`config.mk`:
```
export PLATFORM = sky130hd
export DESIGN_NAME = pcfg_loader
export DESIGN_NICKNAME = d
export VERILOG_FILES = /design/src/rtl/pcfg_pkg.sv /design/src/rtl/pcfg_timer.sv /design/src/rtl/pcfg_bytecnt.sv /design/src/rtl/pcfg_loader.sv
export SDC_FILE = /design/constraint.sdc
export NUM_CORES = 1
export LEC_CHECK = 0
export ABC_CLOCK_PERIOD_IN_PS = 2800
export BUFFER_PORTS_ARGS = -buffer_cell sky130_fd_sc_hd__buf_2
export CELL_PAD_IN_SITES_DETAIL_PLACEMENT = 1
export CELL_PAD_IN_SITES_GLOBAL_PLACEMENT = 1
export CORE_ASPECT_RATIO = 2
export CORE_MARGIN = 2
export CORE_UTILIZATION = 43
export CTS_CLUSTER_DIAMETER = 80
export DETAILED_ROUTE_END_ITERATION = 8
export GPL_ROUTABILITY_DRIVEN = 0
export PLACE_DENSITY = 0.77
export RECOVER_POWER = 50
export SLEW_MARGIN = 20
export SYNTH_ARGS = -nofsm -noshare
export SYNTH_HDL_FRONTEND = slang
export SYNTH_SLANG_ARGS = --single-unit
export TNS_END_PERCENT = 10
```
`constraint.sdc`:
```
create_clock -name clk -period 2.8 [get_ports clk]
set_input_delay 0.14 -clock clk [delete_from_list [all_inputs] [get_ports clk]]
set_output_delay 0.14 -clock clk [all_outputs]
set_load 0.005 [all_outputs]
```
`src/rtl/pcfg_pkg.sv`:
```
package pcfg_pkg;

   typedef enum logic [3:0] {
      ST_IDLE,
      ST_PROG,
      ST_WAIT,
      ST_LOAD,
      ST_LO,
      ST_HI,
      ST_REL,
      ST_DCHK,
      ST_DLO,
      ST_ABORT
   } pcfg_state_e;

   localparam logic [1:0] PH_NONE = 2'd0;
   localparam logic [1:0] PH_RDY  = 2'd1;
   localparam logic [1:0] PH_BUSY = 2'd2;
   localparam logic [1:0] PH_DONE = 2'd3;

endpackage

```
`src/rtl/pcfg_timer.sv`:
```
module pcfg_timer #(
   parameter int LIMIT = 2500000
) (
   input  logic clk,
   input  logic rst_n,
   input  logic restart,
   output logic expired
);
   localparam int TW = $clog2(LIMIT + 1);

   logic [TW-1:0] cnt_q;

   always_ff @(posedge clk or negedge rst_n) begin
      if (!rst_n)
         cnt_q <= '0;
      else if (restart)
         cnt_q <= '0;
      else if (cnt_q != TW'(LIMIT))
         cnt_q <= cnt_q + 1'b1;
   end

   assign expired = (cnt_q == TW'(LIMIT));
endmodule

```
`src/rtl/pcfg_bytecnt.sv`:
```
module pcfg_bytecnt #(
   parameter int CNT_W = 16
) (
   input  logic             clk,
   input  logic             rst_n,
   input  logic             clear,
   input  logic [CNT_W-1:0] target,
   input  logic             inc,
   output logic [CNT_W-1:0] count,
   output logic             at_end
);
   logic [CNT_W-1:0] tgt_q;
   logic [CNT_W-1:0] cnt_q;

   always_ff @(posedge clk or negedge rst_n) begin
      if (!rst_n) begin
         tgt_q <= '0;
         cnt_q <= '0;
      end else if (clear) begin
         tgt_q <= target;
         cnt_q <= '0;
      end else if (inc) begin
         cnt_q <= cnt_q + 1'b1;
      end
   end

   assign count  = cnt_q;
   assign at_end = (cnt_q == tgt_q);
endmodule

```
`src/rtl/pcfg_loader.sv`:
```
module pcfg_loader
   import pcfg_pkg::*;
#(
   parameter int DATA_W      = 8,
   parameter int CNT_W       = 16,
   parameter int PROG_CYC    = 4,
   parameter int ABORT_CYC   = 4,
   parameter int TIMEOUT_CYC = 2500000
) (
   input  logic              clk,
   input  logic              rst_n,
   input  logic              start,
   input  logic [CNT_W-1:0]  byte_cnt,
   input  logic              busy_chk_en,
   input  logic [DATA_W-1:0] s_data,
   input  logic              s_valid,
   output logic              s_ready,
   output logic              tgt_prog_n,
   output logic              tgt_cs_n,
   output logic              tgt_wr_n,
   output logic              tgt_cclk,
   output logic [DATA_W-1:0] tgt_d,
   input  logic              tgt_init,
   input  logic              tgt_busy,
   input  logic              tgt_done,
   output logic              active,
   output logic              cfg_ok,
   output logic              cfg_fail,
   output logic [1:0]        fail_phase,
   output logic [CNT_W-1:0]  bytes_sent
);
   localparam int PH_MAX = (PROG_CYC > ABORT_CYC) ? PROG_CYC : ABORT_CYC;
   localparam int PH_W   = $clog2(PH_MAX + 1);

   // elaboration-time parameter checks
   if (DATA_W < 1) begin : g_bad_data_w
      $error("pcfg_loader: DATA_W must be at least 1");
   end
   if (CNT_W < 1) begin : g_bad_cnt_w
      $error("pcfg_loader: CNT_W must be at least 1");
   end
   if (PROG_CYC < 1 || ABORT_CYC < 1) begin : g_bad_phase
      $error("pcfg_loader: PROG_CYC and ABORT_CYC must be at least 1");
   end
   if (TIMEOUT_CYC < 2) begin : g_bad_tmo
      $error("pcfg_loader: TIMEOUT_CYC must be at least 2");
   end

   pcfg_state_e       state_q, state_n;
   logic [PH_W-1:0]   ph_cnt_q;
   logic [DATA_W-1:0] data_q;
   logic              prog_n_q, cs_n_q, wr_n_q, cclk_q;
   logic              ok_q, fail_q;
   logic [1:0]        phase_q;

   logic tmr_restart, tmr_expired;
   logic cnt_clr, cnt_inc, cnt_at_end;
   logic accept;

   pcfg_timer #(.LIMIT(TIMEOUT_CYC)) u_timer (
      .clk     (clk),
      .rst_n   (rst_n),
      .restart (tmr_restart),
      .expired (tmr_expired)
   );

   pcfg_bytecnt #(.CNT_W(CNT_W)) u_bytecnt (
      .clk    (clk),
      .rst_n  (rst_n),
      .clear  (cnt_clr),
      .target (byte_cnt),
      .inc    (cnt_inc),
      .count  (bytes_sent),
      .at_end (cnt_at_end)
   );

   assign s_ready = (state_q == ST_LOAD) && !cnt_at_end;
   assign accept  = s_ready && s_valid;

   // next-state logic
   always_comb begin
      state_n     = state_q;
      tmr_restart = 1'b0;
      cnt_clr     = 1'b0;
      cnt_inc     = 1'b0;
      case (state_q)
         ST_IDLE: begin
            if (start) begin
               state_n = ST_PROG;
               cnt_clr = 1'b1;
            end
         end
         ST_PROG: begin
            if (ph_cnt_q == PH_W'(PROG_CYC - 1)) begin
               state_n     = ST_WAIT;
               tmr_restart = 1'b1;
            end
         end
         ST_WAIT: begin
            if (tgt_init && !tgt_busy)
               state_n = ST_LOAD;
            else if (tmr_expired)
               state_n = ST_ABORT;
         end
         ST_LOAD: begin
            if (cnt_at_end) begin
               state_n = ST_REL;
            end else if (s_valid) begin
               cnt_inc     = 1'b1;
               tmr_restart = 1'b1;
               state_n     = ST_LO;
            end
         end
         ST_LO: state_n = ST_HI;
         ST_HI: begin
            if (busy_chk_en && tgt_busy)
               state_n = tmr_expired ? ST_ABORT : ST_LO;
            else
               state_n = ST_LOAD;
         end
         ST_REL: begin
            state_n     = ST_DCHK;
            tmr_restart = 1'b1;
         end
         ST_DCHK: begin
            if (tgt_done)
               state_n = ST_IDLE;
            else if (tmr_expired)
               state_n = ST_ABORT;
            else
               state_n = ST_DLO;
         end
         ST_DLO: state_n = ST_DCHK;
         ST_ABORT: begin
            if (ph_cnt_q == PH_W'(ABORT_CYC - 1))
               state_n = ST_IDLE;
         end
         default: state_n = ST_IDLE;
      endcase
   end

   // state, phase counter and status
   always_ff @(posedge clk or negedge rst_n) begin
      if (!rst_n) begin
         state_q  <= ST_IDLE;
         ph_cnt_q <= '0;
         ok_q     <= 1'b0;
         fail_q   <= 1'b0;
         phase_q  <= PH_NONE;
      end else begin
         state_q  <= state_n;
         ph_cnt_q <= (state_n != state_q) ? '0 : ph_cnt_q + 1'b1;
         if (state_q == ST_IDLE && start) begin
            ok_q    <= 1'b0;
            fail_q  <= 1'b0;
            phase_q <= PH_NONE;
         end
         if (state_n == ST_ABORT && state_q != ST_ABORT) begin
            case (state_q)
               ST_WAIT: phase_q <= PH_RDY;
               ST_HI:   phase_q <= PH_BUSY;
               default: phase_q <= PH_DONE;
            endcase
         end
         if (state_q == ST_ABORT && state_n == ST_IDLE)
            fail_q <= 1'b1;
         if (state_q == ST_DCHK && state_n == ST_IDLE)
            ok_q <= 1'b1;
      end
   end

   // target pins registered from the next state
   always_ff @(posedge clk or negedge rst_n) begin
      if (!rst_n) begin
         prog_n_q <= 1'b1;
         cs_n_q   <= 1'b1;
         wr_n_q   <= 1'b1;
         cclk_q   <= 1'b1;
         data_q   <= '0;
      end else begin
         prog_n_q <= (state_n != ST_PROG);
         cs_n_q   <= !(state_n inside {ST_LOAD, ST_LO, ST_HI, ST_ABORT});
         wr_n_q   <= !(state_n inside {ST_LOAD, ST_LO, ST_HI, ST_REL});
         cclk_q   <= !(state_n inside {ST_LO, ST_DLO});
         if (accept)
            data_q <= s_data;
      end
   end

   assign tgt_prog_n = prog_n_q;
   assign tgt_cs_n   = cs_n_q;
   assign tgt_wr_n   = wr_n_q;
   assign tgt_cclk   = cclk_q;
   assign tgt_d      = data_q;
   assign active     = (state_q != ST_IDLE);
   assign cfg_ok     = ok_q;
   assign cfg_fail   = fail_q;
   assign fail_phase = phase_q;
endmodule

```
==> metrics.md <==
| Metric | Value |
|---|---|
| Pre-CTS setup slack | `0.106 ns` |
| Most frequent cells in the layout | `dfrtp_1, nand2_1, buf_2` |
| Register area share after synthesis | `48.5%` |
| Synth top area share | `45.9%` |
| R2R Path Start | `state_q[2]` |
| ANT cells | `0` |
| Antenna viol nets, final | `0` |
| Post-synthesis cell count | `412` |
| Row cnt | `49` |
| Mapped cell area | `0.00398 sq mm` |
| GR peak layer | `met2` |
| Post-synth EDFFs | `0` |
| Initial Util | `44.2%` |
| Core area | `0.00901 sq mm` |
| # port buffers | `65` |
| Worst skew pair latency | `0.34 ns` |
| Top delay family on crit path | `simple AND/OR/NAND/NOR gates` |
| Most common cell after layout, fill and taps aside | `dfrtp_1` |
| CP Launch Type | `flip-flop` |
| Asr flop ratio synth | `100%` |
| Slowest cell on the critical path | `dfrtp_1` |
| Stages on worst setup path | `7` |
| Outcome | `finished, final reports clean` |
| Max Transition Viols Final | `0` |
| Max-Slew Margin vs Limit | `7.14%` |
| Period minus WS final | `2.57 ns` |
| Vias in the first global route | `3696` |
| HPWL after DPL | `7830 microns` |
| Die width | `72.0 microns` |
| Via count | `3310` |
| I/O Pins | `66` |
| Clock Tree Buf Depth | `2` |
| Die ar. | `0.0101 sq mm` |
| Hold wc startpoint | `byte_cnt[12]` |
| Endpoints failing setup | `0` |
| Syn nets | `449` |
| CP peak stage delay | `0.73 ns` |
| Initial antenna violation count | `0` |
| Vias per cell | `5.52` |
| Type of element capturing the critical path | `flip-flop` |
| Top cells by area, synth | `dfrtp_1, xor2_1, nand2_1` |
| Clock root buffer master | `clkbuf_16` |
| GR Overflow Total | `0` |
| Placed insts | `566` |
| Final core utilization | `53.9%` |
| Pwr/cell area | `961 mW/mm^2` |
| VDD IR max | `391 uV` |
| Global-route wire length before repair | `18200 microns` |
| Synth warnings | `0` |
| Clk sinks | `77` |
| Peak Freq | `389 MHz` |
| P&R area growth vs syn | `21.9%` |
| Max Cap Violations | `0` |
| Iter 0 DRT Violations | `132` |
| DIE HEIGHT | `140 microns` |
| Routed wire length | `11100 microns` |
| Hold Crit Class | `primary input to flip-flop` |
| Worst-Margin Slew | `1.39 ns` |
| Final std cells w/o fill | `600` |
| Ys flop type | `dfrtp_1` |
| Final hold viol count | `0` |
| Reg2reg setup slack | `0.23 ns` |
| R2R depth | `7` |
| Crit Path Class | `flip-flop to flip-flop` |
| Drt drc | `0` |
| Final nets | `530` |
| Met2 track demand over resource | `43.9%` |
| Met1 Use GR | `23.9%` |
| Syn_area_per_cell | `9.66 sq um` |
| Distinct cells, synth | `51` |
| DR pass1 iterations | `4` |
| CTS buffer count | `9` |
| WL per Instance | `18.5 microns` |
| Max FO, Critical Path | `15` |
| All-Layer GR Usage | `23.6%` |
| Leak | `2.34 nW` |
| Worst Hold Depth | `3` |
| Critical Path AT | `2.83 ns` |
| R2R Path End | `tgt_cclk` |
| Largest net degree at the start of global routing | `78` |
| RSZ-0062 raised after global routing | `yes` |
| Period utilisation layout | `91.9%` |
| Clk_skew | `0.00590 ns` |
| Share of layout cells above drive strength 1 | `20.9%` |
| Met3 GRT Util | `5.25%` |
| TritonCTS clock tree | `done` |
| Crit path cell chain | `nand2b_1 -> or3_1 -> a211oi_1 -> nor2_1 -> o31ai_1 -> nor2_1 -> or3_1` |
| Worst endpoint required time | `3.06 ns` |
| H-tree depth | `3` |
| Final WS setup | `0.228 ns` |
| Post-layout power | `0.00466 W` |
| Critical path buffers and inverters | `0` |
| Post-synthesis register bit count | `77` |
| Reg clk slew, reported paths | `0.06 ns` |
| Worst Hold End | `u_bytecnt.tgt_q[12]` |
| Area leader, netlist | `dfrtp_1` |
-- sequential cells by signal, indices dropped and copies added (netlist names) --
register	flops
tgt_cclk	1
tgt_d	8
cfg_ok	1
u_timer.cnt_q	22
state_q	4
u_bytecnt.count	16
tgt_cs_n	1
tgt_wr_n	1
fail_phase	2
cfg_fail	1
tgt_prog_n	1
ph_cnt_q	3
u_bytecnt.tgt_q	16
-- power by group --
part	internal, W	switching [W]	leakage, nW
Sequential	0.00151	0.000412	0.999
Clock	0.000780	0.000456	0.147
Combinational	0.000662	0.000841	1.20
Total	0.00295	0.00171	2.34
-- synth_stat cells (2+ instances only) --
cell type	count
nand4_2	2
dfstp_2	4
nor2_1	46
inv_1	14
ha_1	5
xnor2_1	13
nand4_1	7
o31ai_1	2
a21oi_1	13
buf_2	8
o21ai_0	12
nand3_1	17
nor3b_2	2
clkbuf_1	7
and3_1	10
nor4b_2	2
or3_1	10
xor2_1	31
nand2_1	69
nor4_1	4
a21oi_2	2
a32o_1	3
nand2b_1	4
mux2_2	8
nor3_1	10
mux2i_1	6
dfrtp_1	73
nor2b_1	5
-- per-stage QoR --
step	instance area [sq um]	hold WS, ns	TNS [ns]
after global routing	4850	0.0187	-0.314
after detailed placement	4380	0.334	0
final	4850	0.0210	0
after global placement	4380	0.331	0
after CTS	4850	0.0124	0
after floorplan	3980	-0.156	0
-- metal layers --
metal / share of wire, % / vias up
li1: - / 1563
met1: 35 / 1642
met5: 0 / -
met4: 3.5 / 0
met2: 59 / 76
met3: 3.0 / 29
-- cells by family after synthesis --
family          synth area share, %
compound gates                 8.86
fa+ha+maj                      1.57
flops                          48.5
xor+xnor                       9.68
mux                            3.77
simple gates                   24.3
buf+inv                        3.27
-- timing repair --
item / in CTS / in global routing
hold buffers: 16 / 0
setup endpoints to repair: 0 / 32
endpoints found under the hold margin: 31 / 0
setup buffers: 0 / 1
resized for setup: 0 / 2
-- tightest hold or removal path, cell delays in order --
cell and delay [ns]:
buf_2 0.08, nand2_1 0.05, nand2_1 0.06
-- worst max path at each step --
stage,to,startpoint,slack [ns]
CTS,u_bytecnt.count[15],state_q[1],0.09
finish,tgt_cclk,state_q[2],0.23
global placement,u_bytecnt.count[15],state_q[1],0.21
floorplan,ph_cnt_q[0],u_bytecnt.count[2],0.77
global route,u_bytecnt.count[12],state_q[0],-0.12
detailed placement,u_bytecnt.count[15],state_q[1],0.11
-- area by class of cell --
| type | count | area (sq um) |
|---|---|---|
| fillers | 1042 | 4160 |
| well taps | 102 | 128 |
| clock inverters | 4 | 72.6 |
| repair buffers | 86 | 512 |
| flip-flops and latches | 77 | 1930 |
| clock buffers | 12 | 236 |
| multi-input cells | 305 | 1920 |
| inverters | 14 | 52.6 |
Note: power is estimated with default switching activity, not from simulation.
